**src/rtl/twin_op_cpu.sv**
```systemverilog
module twin_op_cpu #(
  parameter int DW   = 8,
  parameter int SEGW = 7,
  parameter int BLKW = 4
) (
  input  logic                 clk,
  input  logic                 rst,
  output logic [SEGW+DW-1:0]   mem_addr,
  input  logic [DW-1:0]        mem_rdata,
  output logic [DW-1:0]        mem_wdata,
  output logic                 mem_we,
  output logic                 xchg_pulse,
  output logic                 dbg_ok
);
  localparam int HI = DW - BLKW;

  typedef enum logic [1:0] {ST_LO, ST_HI, ST_OPND, ST_WR} step_t;

  step_t           step;
  logic [DW-1:0]   pc, near_q, acc;
  logic [SEGW-1:0] seg_q;
  logic            qual_q, br_q, last_q;
  logic [DW:0]     sum;
  logic            pass2, pc_sel, io_slot;

  assign pass2   = pc[0];
  assign pc_sel  = (step == ST_LO) || (step == ST_HI);
  assign sum     = {1'b0, acc} + {1'b0, mem_rdata};
  assign io_slot = last_q && !qual_q;

  assign mem_addr   = pc_sel ? {{(SEGW-1){1'b0}}, pc, step == ST_HI} : {seg_q, near_q};
  assign mem_wdata  = ~acc;
  assign mem_we     = (step == ST_WR) && !io_slot;
  assign xchg_pulse = (step == ST_WR) && io_slot;
  assign dbg_ok     = (step == ST_LO) && !pass2;

  always_ff @(posedge clk) begin
    if (rst) begin
      step   <= ST_LO;
      pc     <= '0;
      near_q <= '0;
      acc    <= '0;
      seg_q  <= '0;
      qual_q <= 1'b0;
      br_q   <= 1'b0;
      last_q <= 1'b0;
    end else begin
      case (step)
        ST_LO: begin
          near_q <= mem_rdata;
          step   <= ST_HI;
        end
        ST_HI: begin
          seg_q <= mem_rdata[SEGW-1:0];
          if (pass2) qual_q <= mem_rdata[DW-1];
          step <= ST_OPND;
        end
        ST_OPND: begin
          pc <= pc + 1'b1;
          if (!pass2) begin
            acc  <= mem_rdata;
            step <= ST_LO;
          end else begin
            if (qual_q) begin
              acc  <= sum[DW-1:0];
              br_q <= sum[DW];
            end else begin
              br_q <= 1'b0;
            end
            last_q <= &pc;
            step   <= ST_WR;
          end
        end
        default: begin
          if (br_q) pc <= {pc[DW-1:BLKW] + 1'b1, {BLKW{1'b0}}};
          br_q <= 1'b0;
          step <= ST_LO;
        end
      endcase
    end
  end
endmodule

```
**config.mk**
```make
export PLATFORM = sky130hd
export DESIGN_NAME = twin_op_cpu
export DESIGN_NICKNAME = d
export VERILOG_FILES = /design/src/rtl/twin_op_cpu.sv
export SDC_FILE = /design/constraint.sdc
export NUM_CORES = 1
export LEC_CHECK = 0
export BUFFER_PORTS_ARGS = -buffer_cell sky130_fd_sc_hd__buf_4
export CAP_MARGIN = 10
export CELL_PAD_IN_SITES_DETAIL_PLACEMENT = 0
export CELL_PAD_IN_SITES_GLOBAL_PLACEMENT = 1
export CORE_MARGIN = 5
export CORE_UTILIZATION = 43
export CTS_CLUSTER_DIAMETER = 80
export DETAILED_ROUTE_END_ITERATION = 6
export PLACE_DENSITY_LB_ADDON = 0.1
export SETUP_SLACK_MARGIN = 0.2
export SYNTH_ARGS = -nofsm -noshare
export SYNTH_HDL_FRONTEND = slang
export SYNTH_SLANG_ARGS = --single-unit
```
**constraint.sdc**
```tcl
create_clock -name clk -period 2.76 [get_ports clk]
set_input_delay 0.552 -clock clk [delete_from_list [all_inputs] [get_ports clk]]
set_output_delay 0.552 -clock clk [all_outputs]
set_load 0.02 [all_outputs]
```
==> metrics.md <==
| Metric | Value |
|---|---|
| RSZ-0062 raised after global routing | no |
| Via count | 1922 |
| I/O Buffers | 35 |
| Leakage | about 0.97 nW |
| HPWL Detailed | 3790 µm |
| Post-CTS sizing | 0 |
| Antenna violations before repair | 0 |
| CTS clock-pin slew for the worst setup and hold paths | 0.08 ns |
| Post-CTS Setup Repair Bufs | 0 |
| Root Buffer | clkbuf_8 |
| Hold Violations, Final | 0 |
| DP Area | around 2300 µm² |
| Syn-to-layout area delta | 19.3% |
| Synth Warn # | 0 |
| Slew headroom | 0.619 |
| Comb pwr share | 0.204 |
| Fin crit share | 0.778 |
| Final #Nets | about 320 |
| Worst-margin pin slew | 0.569 ns |
| Worst hold margin | 0.451 ns |
| Vias in the first global route | 1856 |
| Drt drc | 0 |
| Sequential Power Share | 0.467 |
| Starting Density | 0.437 |
| Synth unique cells | 40 |
| Post-synth top flop | dfxtp_1 |
| Fill cells | slightly below 500 |
| Skew final | 0.00745 ns |
| Clk sink count | 36 |
| Syn_nets | ~290 |
| Starting DRT DRC Count | roughly 130 |
| GPL Wtd Cong | 0.815 |
| Core Rows | 25 |
| Setup crit start kind | flip-flop |
| CP Data Arrival Time | 1.60 ns |
| Core region area | ~4700 µm² |
| CTS tree | built |
| Total global-route track usage | 0.185 |
| Die area | 6210 µm² |
| Yosys top cell area share | 0.354 |
| Clk_lat worst skew | 0.29 ns |
| #FFs+latches synth | 36 |
| Max capacitance violation total | 0 |
| Die Ht | between 70 and 80 µm |
| First-pass GRT wire length | 9110 µm |
| Largest net degree at the start of global routing | 39 |
| Cts hold-fix bufs | 0 |
| Outcome | finished clean |
| Fmax | 466 MHz |
| Total Neg Setup Slack | 0 ns |
| Ys async rst share | 0 |
| Via density per instance | 5.44 |
| CTS buffer count | 5 |
| P_int | 0.849 mW |
| Design Area, Final | between 2000 and 2500 µm² |
| Min Tclk post-route | 2.15 ns |
| TritonRoute pass-1 iters | 4 |
| Critical path fanouts, max | 27 |
| Maximum clock insertion buffer count | 2 |
| Share of cells above drive strength 1 | 0.187 |
| Critical Path Sink Type | primary output |
| Power share of the clock group | 0.329 |
| Sequential share of the synthesized area | 0.354 |
| Maximum VDD drop | 0.260 mV |
| Number of diodes | 0 |
| Worst path required time | 2.21 ns |
| Switching pwr | between 0.3 and 0.4 mW |
| Die width | approximately 79 µm |
| Final Max Slew Viols | 0 |
| EDFF count, synth | 0 |
| Largest cells by area after synthesis | dfxtp_1, a21oi_1, nand2_1, ha_1, o21ai_0 |
| Path type of the worst setup path | flip-flop to primary output |
| Syn Std Cell Area | between 2000 and 2500 µm² |
| ANT nets after route | 0 |
| H-Tree Depth | 2 |
| Endpoints failing setup | 0 |
| Final wirelength | approximately 5300 µm |
| Power Density | 502 nW/µm² |
| Sw frac | 0.304 |
| HP Class | flip-flop to flip-flop |
| WL/cell | 15.1 µm |
| Average cell area after synthesis | 7.66 µm² |
| Cells after synthesis | 266 |
| Remaining Overflow, GRT | 0 |
| # IOs | 36 |
| Cell taking the most area after synthesis | dfxtp_1 |
[cell type report]
cell class	count	area, µm²	area share
Clock buffer	7	86.3	0.0355
Multi-Input combinational cell	200	1200	0.492
Clock inverter	1	7.51	0.00309
Sequential cell	36	721	0.296
Inverter	16	60.1	0.0247
Timing Repair Buffer	39	293	0.120
Tap cell	54	67.6	0.0278
[cell usage after synthesis (2+ instances only)]
library cell and number:
mux2i_1 6, nand3_1 6, o21ai_0 22, xnor2_1 4, nand2b_1 3, and2_1 6
a22oi_1 2, nor2b_1 4, nor3b_1 2, dfxtp_1 36, o211ai_1 3, nor3_1 7
mux2_2 6, nor2_1 21, ha_1 10, nand2_1 39, buf_2 3, or3_1 3
a21oi_1 32, inv_1 15, nand4_1 4, a211oi_1 5, clkbuf_1 10
[per-stage QoR]
step,utilization,std cells,power (mW),setup slack [ns]
after global routing,0.522,353,1.29,0.484
after detailed placement,0.501,345,0.832,0.569
after CTS,0.522,353,1.23,0.603
final,0.522,353,1.22,0.612
after global placement,0.501,345,0.831,0.592
after floorplan,-,266,0.745,0.816
[cells in the final DEF, fill, tap and decap left out, drive strengths merged, types with 7 or more instances in the layout]
cell	count
nand2	39
buf	39
dfxtp	36
a21oi	33
o21ai	23
nor2	21
inv	16
ha	10
nor3	7
clkbuf	7
[cells by family (layout without fill, tap and decap cells)]
family	Yosys count	count (layout)	share of synthesized area
XOR/XNOR	5	5	0.0215
buffers and inverters	30	63	0.0590
AND/OR/NAND/NOR	98	98	0.222
flip-flops	36	36	0.354
adder cells (fa/ha/maj)	11	11	0.0713
AO/OA/AOI/OAI	74	74	0.210
multiplexers	12	12	0.0627
[metal layers]
layer	vias up	wire, µm	share of wire	track usage
met4	0	71	0.013	0.0515
met2	37	2430	0.45	0.300
met5	-	0	0	0
met1	898	2640	0.49	0.249
met3	4	199	0.037	0.0397
li1	983	-	-	-
[registers in the layout, indices dropped and copies added, names as in the netlist]
register  cells
acc           8
br_q          1
last_q        1
near_q        8
pc            8
qual_q        1
seg_q         7
step          2
[critical path, cell delays in order (launching register included)]
cell      delay (ns)
dfxtp_1         0.33
buf_4           0.26
nand2b_1        0.43
nand2_1         0.11
buf_4           0.18
[power groups by stage]
stage	registers (mW)	logic [mW]	clock network, mW
3_5_place_dp	0.581	0.250	0
5_1_grt	0.573	0.281	0.440
6_report	0.569	0.249	0.401
2_1_floorplan	0.571	0.174	0
4_1_cts	0.569	0.251	0.414
3_3_place_gp	0.581	0.250	0
[worst paths after layout]
path                                            start                     to  slack (ns)  cells after the start
worst max-delay path               step[1]$_SDFF_PP0_            mem_addr[0]        0.61                      4
worst min-delay path            seg_q[2]$_SDFFE_PP0P_  seg_q[2]$_SDFFE_PP0P_        0.45                      2
worst max register to register    acc[0]$_SDFFE_PP0P_    acc[4]$_SDFFE_PP0P_        0.85                      8
worst min register to register  seg_q[2]$_SDFFE_PP0P_  seg_q[2]$_SDFFE_PP0P_        0.45                      2
(Power assumes the default switching activity.)
